==> config.mk <==
export PLATFORM = sky130hd
export DESIGN_NAME = updn_counter
export DESIGN_NICKNAME = d
export VERILOG_FILES = /design/src/rtl/updn_pkg.sv /design/src/rtl/updn_rst_sync.sv /design/src/rtl/updn_edge_sync.sv /design/src/rtl/updn_core.sv /design/src/rtl/updn_counter.sv
export SDC_FILE = /design/constraint.sdc
export NUM_CORES = 1
export LEC_CHECK = 0
export CORE_UTILIZATION = 40
export DETAILED_ROUTE_END_ITERATION = 10
export DONT_BUFFER_PORTS = 1
export PLACE_DENSITY_LB_ADDON = 0.25
export REMOVE_ABC_BUFFERS = 1
export SYNTH_ARGS = -nofsm -noshare
export SYNTH_HDL_FRONTEND = slang
export SYNTH_SLANG_ARGS = --single-unit
==> constraint.sdc <==
create_clock -name clk -period 3.3 [get_ports clk]
set_input_delay 0.33 -clock clk [delete_from_list [all_inputs] [get_ports clk]]
set_output_delay 0.33 -clock clk [all_outputs]
set_load 0.02 [all_outputs]
==> src/rtl/updn_pkg.sv <==
package updn_pkg;

  localparam int CNT_W = 4;

  typedef logic [CNT_W-1:0] cnt_t;

  function automatic cnt_t step_up(cnt_t v, int modulus);
    cnt_t r;
    if (int'(v) == modulus - 1) r = '0;
    else                        r = v + cnt_t'(1);
    return r;
  endfunction

  function automatic cnt_t step_dn(cnt_t v, int modulus);
    cnt_t r;
    if (v == '0) r = cnt_t'(modulus - 1);
    else         r = v - cnt_t'(1);
    return r;
  endfunction

endpackage

==> src/rtl/updn_rst_sync.sv <==
module updn_rst_sync #(
  parameter int STAGES = 2
) (
  input  logic clk,
  input  logic rst_n_i,
  output logic rst_n_o
);

  logic [STAGES-1:0] chain_q;

  always_ff @(posedge clk or negedge rst_n_i) begin
    if (!rst_n_i) chain_q <= '0;
    else          chain_q <= {chain_q[STAGES-2:0], 1'b1};
  end

  assign rst_n_o = chain_q[STAGES-1];

endmodule

==> src/rtl/updn_edge_sync.sv <==
module updn_edge_sync #(
  parameter int STAGES = 2
) (
  input  logic clk,
  input  logic rst_n,
  input  logic line_i,
  output logic level_o,
  output logic rise_o
);

  logic [STAGES-1:0] sync_q, sync_d;
  logic              prev_q, prev_d;

  always_comb begin
    sync_d = {sync_q[STAGES-2:0], line_i};
    prev_d = sync_q[STAGES-1];
  end

  // idle level of a count line is high
  always_ff @(posedge clk or negedge rst_n) begin
    if (!rst_n) begin
      sync_q <= '1;
      prev_q <= 1'b1;
    end else begin
      sync_q <= sync_d;
      prev_q <= prev_d;
    end
  end

  assign level_o = sync_q[STAGES-1];
  assign rise_o  = sync_q[STAGES-1] & ~prev_q;

endmodule

==> src/rtl/updn_core.sv <==
module updn_core
  import updn_pkg::*;
#(
  parameter int MODULUS = 10
) (
  input  logic clk,
  input  logic rst_n,
  input  logic clear,
  input  logic load_n,
  input  cnt_t din,
  input  logic inc,
  input  logic dec,
  output cnt_t q
);

  cnt_t cnt_q, cnt_d;
  logic cnt_en;

  always_comb begin
    cnt_d  = cnt_q;
    cnt_en = 1'b0;
    if (clear) begin
      cnt_d  = '0;
      cnt_en = 1'b1;
    end else if (!load_n) begin
      cnt_d  = din;
      cnt_en = 1'b1;
    end else if (inc && !dec) begin
      cnt_d  = step_up(cnt_q, MODULUS);
      cnt_en = 1'b1;
    end else if (dec && !inc) begin
      cnt_d  = step_dn(cnt_q, MODULUS);
      cnt_en = 1'b1;
    end
  end

  always_ff @(posedge clk or negedge rst_n) begin
    if (!rst_n)      cnt_q <= '0;
    else if (cnt_en) cnt_q <= cnt_d;
  end

  assign q = cnt_q;

endmodule

==> src/rtl/updn_counter.sv <==
module updn_counter
  import updn_pkg::*;
#(
  parameter int MODULUS   = 10,
  parameter int SYNC_DEPTH = 2
) (
  input  logic             clk,
  input  logic             rst_n,
  input  logic             cnt_up,
  input  logic             cnt_dn,
  input  logic             load_n,
  input  logic             clear,
  input  logic [CNT_W-1:0] din,
  output logic [CNT_W-1:0] q,
  output logic             carry_n,
  output logic             borrow_n
);

  localparam int   LINES   = 2;
  localparam int   UP_IDX  = 0;
  localparam int   DN_IDX  = 1;
  localparam cnt_t CNT_MAX = cnt_t'(MODULUS - 1);

  logic             rst_int_n;
  logic [LINES-1:0] line_raw, line_lvl, line_rise;
  logic             inc, dec;
  cnt_t             cnt;

  updn_rst_sync #(.STAGES(2)) u_rst (
    .clk     (clk),
    .rst_n_i (rst_n),
    .rst_n_o (rst_int_n)
  );

  assign line_raw[UP_IDX] = cnt_up;
  assign line_raw[DN_IDX] = cnt_dn;

  for (genvar g = 0; g < LINES; g++) begin : g_line
    updn_edge_sync #(.STAGES(SYNC_DEPTH)) u_sync (
      .clk     (clk),
      .rst_n   (rst_int_n),
      .line_i  (line_raw[g]),
      .level_o (line_lvl[g]),
      .rise_o  (line_rise[g])
    );
  end

  // a rise counts only while the opposite line is held high
  assign inc = line_rise[UP_IDX] & line_lvl[DN_IDX];
  assign dec = line_rise[DN_IDX] & line_lvl[UP_IDX];

  updn_core #(.MODULUS(MODULUS)) u_core (
    .clk    (clk),
    .rst_n  (rst_int_n),
    .clear  (clear),
    .load_n (load_n),
    .din    (din),
    .inc    (inc),
    .dec    (dec),
    .q      (cnt)
  );

  assign q        = cnt;
  assign carry_n  = ~((cnt == CNT_MAX) & ~line_lvl[UP_IDX]);
  assign borrow_n = ~((cnt == '0)      & ~line_lvl[DN_IDX]);

endmodule

# --- Word-level counts from Yosys, hierarchy flattened ---
# Cells that the tools add are included.
totals:
  inputBits: 10
  word_cells: 39
  regBits: 12
  out_inout_bits: 6
classes:
  eq_ne: 3
  bitwise: 12
  reduce_logical: 6
  addsub: 2
  n_mux: 10
ops:
  columns: ["op", "n"]
  rows:
  - ["2-to-1 mux 4 bit", 6]
  - ["equality test 4 bit (second input constant)", 2]
  - ["AND 1 bit", 6]
  - ["inverter 1 bit", 6]
  - ["adder 4 x 1 -> 4 bit (second input constant)", 1]
  - ["logical NOT 4 bit", 1]
  - ["2-to-1 mux 1 bit", 4]
  - ["!= test 4 x 1 -> 1 bit (second input constant)", 1]
  - ["subtractor 4 x 1 -> 4 bit (second input constant)", 1]
  - ["logical AND 1 bit", 2]
  - ["logical NOT 1 bit", 2]
  - ["AND reduction 2 bit", 1]

# --- Logic depth before layout (Yosys ltp) ---
depth:
  word_depth: 10
  ltp_mapped: 8
  ltp_nobuf: 7

# --- Cells and area by module ---
# From an unflattened synthesis, not the netlist that was laid out.
hier_totals:
  hier_cells: 72
  area_unflattened_um2: 715.7
by_module_without_submodules:
  columns: ["mod", "n_inst", "area_per_inst_um2", "seq_area_each_um2", "cells_per_inst"]
  rows:
  - ["updn_core", 1, 441.7, 100.1, 55]
  - ["updn_edge_sync", 2, 92.6, 78.8, 4]
  - ["updn_rst_sync", 1, 53.8, 50.0, 3]
  - ["updn_counter", 1, 35.0, 0.0, 6]

# --- Least setup slack after synthesis ---
# Ideal clock, no wire load.
synth_path:
  path_type: "register -> register"
  from: "register g_line[1].u_sync.sync_q[1]"
  to: "register u_core.cnt_q[3] (netlist: u_core.q[3])"
  n_path_buf: 1
  slack_ns: 1.450
  required_time_ns: 3.196
  path_stages_with_launch: 8
  setup_time_ns: 0.104
  period_less_slack_ns: 1.850
  arrival_time_ns: 1.747
  cell_sequence: "dfstp_2 nand2_1 or2_1 ha_1 buf_2 a211oi_1 o311ai_1 a221oi_1"
synth_via:
  elab_chain_len: 8
  word_cells_on_any_way: 16
  cone_classes: "eq/ne (1); mux (7); bitwise (3); reduce/logical (5)"
synth_rtl:
  columns: ["element", "line_no", "rtl"]
  rows:
  - ["start, declared", "updn_edge_sync.sv:11", "logic [STAGES-1:0] sync_q, sync_d;"]
  - ["start signal, assigned", "updn_edge_sync.sv:25", "sync_q <= sync_d;"]
  - ["AND 1 bit (on tied branches)", "updn_edge_sync.sv:31, updn_counter.sv:49", null]
  - ["AND 1 bit / logical NOT 1 bit (equally long branches)", "updn_counter.sv:50, updn_core.sv:31", null]
  - ["logical AND 1 bit / logical NOT 1 bit (equally long branches)", "updn_core.sv:31, updn_core.sv:28", null]
  - ["2-to-1 mux 1 bit / logical AND 1 bit (equally long branches)", "updn_core.sv:31, updn_core.sv:28", null]
  - ["2-to-1 mux 1 bit", "updn_core.sv:28", "end else if (inc && !dec) begin"]
  - ["2-to-1 mux 1 bit", "updn_core.sv:25", "end else if (!load_n) begin"]
  - ["2-to-1 mux 1 bit", "updn_core.sv:22", "if (clear) begin"]
  - ["AND reduction 2 bit (no line)", null, null]
  - ["end signal, assigned", "updn_core.sv:39", "else if (cnt_en) cnt_q <= cnt_d;"]
  - ["end, declared", "updn_core.sv:16", "cnt_t cnt_q, cnt_d;"]
# Parallel ways exist; a longest one is shown, timed or not.
# A chain may end at the register's enable or synchronous reset.

# --- Worst setup path after layout ---
layout_path:
  from: "register u_core.cnt_q[0] (netlist: u_core.q[0])"
  to: "output port borrow_n"
layout_via:
  elab_chain_len: 3
layout_rtl:
  columns: ["element", "line_no", "rtl"]
  rows:
  - ["logical NOT 4 bit", "updn_counter.sv:65", "assign borrow_n = ~((cnt == '0) & ~line_lvl[DN_IDX]);"]
  - ["AND 1 bit", "updn_counter.sv:65", null]
  - ["inverter 1 bit", "updn_counter.sv:65", null]
  - ["end, declared", "updn_counter.sv:16", "output logic borrow_n"]
# No other way between the ends.

==> impl_results.md <==
- CTS tree: built
- H-tree depth: 1
- Worst hold stages: 0
- Critical path startpoint category: register
- Rows: 14
- Number of I/O port buffers: 0
- Clock transition at path regs: approximately 0.070 ns
- Sequential power share: between 50% and 60%
- Hold Slack: between 0.05 and 0.06 ns
- Commonest non-fill, non-tap cells in the layout: 9 x nand2_1, 6 x nor2_1, 6 x a21oi_1, 6 x dfstp_2, 6 x dfrtp_1
- Drt pass-1 iters: 7
- HP Start: cnt_dn
- Tot GR Track Use: 17.1%
- Num CTS Buffers: 3
- Die width: between 40 and 50 um
- Hold endpoint: g_line[1].u_sync.sync_q[0]
- Antenna violations before repair: 0
- Via count: 530
- RR Endpoint: u_core.q[2]
- Finished Core Util: 47.1%
- Routability cong.: ~0.77
- Crit path DAT: ~1.9 ns
- Final-stage net count: 90
- Overall power: ~0.34 mW
- Leak: ~0.32 nW
- Largest net degree at the start of global routing: 15
- Global-route wire length before repair: 2.38 mm
- Fin. Hold Viols: 0
- Combinational share of power: about 15%
- Final Critical Period: 2.22 ns
- Avg WL per Cell: between 15 and 20 um
- P_int: 0.248 mW
- Layout area overhead: 6.45%
- Power density over the cells: 462 mW/mm^2
- Cell Area, Synth: 698 sq um
- Die ar.: 0.00192 sq mm
- Synth warn: 0
- Ant. Diodes: 0
- Register area share after synthesis: approximately 44%
- Boundary Pins: 16
- Slew HR: roughly two thirds
- Post-Route WL: about 1.4 mm
- Synth Register Bits: 12
- Share of cells above drive strength 1: between 10% and 20%
- Root buffer cell: clkbuf_4
- DRT iter0 DRCs: 26
- Post-cts sizing count: 0
- Residual overflow from global routing: 0
- Critical Path RT: between 2 and 3 ns
- DPL Wire Length: roughly 1.0 mm
- Clock sinks: 12
- Die H: 43.8 um
- Synth cell types: 28
- Crit share post-route: between 60% and 70%
- Fmax: 451 MHz
- Critical path class: register to output pin
- Failing checks: DRC
- RSZ-0062 raised after global routing: no
- Post-Syn Instances: 72
- Skew-Pair Late Insertion Delay: roughly 0.26 ns
- Sum Neg Setup Slack: 0 ns
- Most common cell after layout, fill and taps aside: nand2_1
- Crit path capture type: output pin
- Max_cap viols: 0
- Non-filler cells, final: 90
- R2R Path Start: u_core.q[0]
- Worst Clk Skew: around 0.00077 ns
- Placed cells: between 80 and 90
- Final Max Slew Viols: 0
- Setup repair bufs after CTS: 0
- Remaining DRCs: 2
- Maximum vdd drop: 0.269 mV
- Vias in the first global route: roughly 530
- R2R depth: 5
- NetSw: between 0.09 and 0.1 mW
- Switching share of power: between 20% and 30%
- Hold WC Path Type: input port to register
- Status: finished, violations left
- Vias/cell: roughly 6
- Maximum clock insertion buffer count: 2
- Register-to-register setup slack: about 1.3 ns
- Clock power frac: between 30 and 40%
- Worst slew pin tran: 0.528 ns
- Initial Util: 44.3%
- Core area: roughly 0.0016 sq mm
- Worst Path Max Fanout: 8
- Setup-failing EPs final: 0
- Post-route ant nets: 0
- Mean Syn Cell Area: approximately 9.7 sq um
==> how the worst max path moves through the flow <==
stage                                    start     endpoint  cells after the start
finish                             u_core.q[0]     borrow_n                      3
global route                       u_core.q[0]     borrow_n                      3
CTS                                u_core.q[0]     borrow_n                      3
detailed placement                 u_core.q[0]  u_core.q[2]                      5
global placement                   u_core.q[0]  u_core.q[2]                      5
floorplan           g_line[1].u_sync.sync_q[1]  u_core.q[3]                      6
==> routing by layer <==
metal  track usage [%]  share of wire [%]
met1              23.2                 44
met4              8.13                1.0
met3              5.00                5.9
met5                 0                  0
met2              25.1                 49
==> worst max-delay path, stage by stage (launching register included) <==
cell and delay (ns):
dfrtp_1 0.53, inv_1 0.19, ha_1 0.30, or4b_1 0.60
==> cells by family after synthesis <==
| group | after synthesis | synth area share [%] |
|---|---|---|
| other | 1 | 0.537 |
| DFF | 12 | 44.1 |
| AOI/OAI and AO/OA | 20 | 21.5 |
| and+or+nand+nor | 24 | 16.8 |
| buffers and inverters | 9 | 6.63 |
| adders and majority gates | 5 | 8.96 |
| muxes | 1 | 1.43 |
==> per-stage QoR <==
stage                     worst slack (ns)  cell area (sq um)
after floorplan                       1.47                677
after global placement                1.28                697
after detailed placement              1.30                697
after CTS                             1.06                743
after global routing                 0.990                743
final                                 1.08                743
==> cell usage after synthesis <==
| library cell | count | area, sq um |
|---|---|---|
| o21ai_0 | 1 | 5.00 |
| dfstp_2 | 6 | 158 |
| o22ai_1 | 1 | 6.26 |
| conb_1 | 1 | 3.75 |
| o32a_1 | 1 | 10.0 |
| buf_6 | 1 | 11.3 |
| or4b_1 | 1 | 10.0 |
| mux2i_1 | 1 | 10.0 |
| nand3b_1 | 2 | 15.0 |
| dfrtp_1 | 6 | 150 |
| a211oi_1 | 3 | 22.5 |
| a311oi_2 | 1 | 15.0 |
| a221o_1 | 1 | 10.0 |
| nor2_1 | 6 | 22.5 |
| a21oi_1 | 6 | 30.0 |
| o311ai_1 | 2 | 17.5 |
| buf_2 | 2 | 10.0 |
| or3_1 | 1 | 6.26 |
| inv_4 | 1 | 6.26 |
| or2_1 | 1 | 6.26 |
| a221oi_1 | 2 | 17.5 |
| nand3_1 | 1 | 5.00 |
| nor2b_1 | 3 | 18.8 |
| nand2_1 | 9 | 33.8 |
| a211o_1 | 1 | 8.76 |
| inv_1 | 5 | 18.8 |
| a21o_1 | 1 | 7.51 |
| ha_1 | 5 | 62.6 |
==> repair_timing <==
action | 4_1_cts | 5_1_grt
hold endpoints to repair | 2 | 0
hold buffers | 1 | 0
endpoints found under the setup margin | 0 | 0
==> layout make-up <==
class,count,area (sq um)
Clock buffer,4,36.3
Tap cell,16,20.0
Timing Repair Buffer,1,10.0
Sequential cell,12,308
Fill cell,155,833
Multi-Input combinational cell,51,344
Inverter,6,25.0
==> flip-flops by register name, indices dropped and copies added, names as in the netlist <==
register,flops
g_line.u_sync.sync_q,4
u_core.q,4
g_line.u_sync.prev_q,2
u_rst.chain_q,2
==> power groups by stage <==
| stage | logic, mW | registers (mW) | clock network (mW) |
|---|---|---|---|
| after floorplan | 0.0415 | 0.176 | 0 |
| after global placement | 0.0502 | 0.181 | 0 |
| after detailed placement | 0.0503 | 0.180 | 0 |
| after CTS | 0.0519 | 0.178 | 0.120 |
| after global routing | 0.0575 | 0.180 | 0.130 |
| final | 0.0519 | 0.177 | 0.114 |
(Power assumes the default switching activity.)
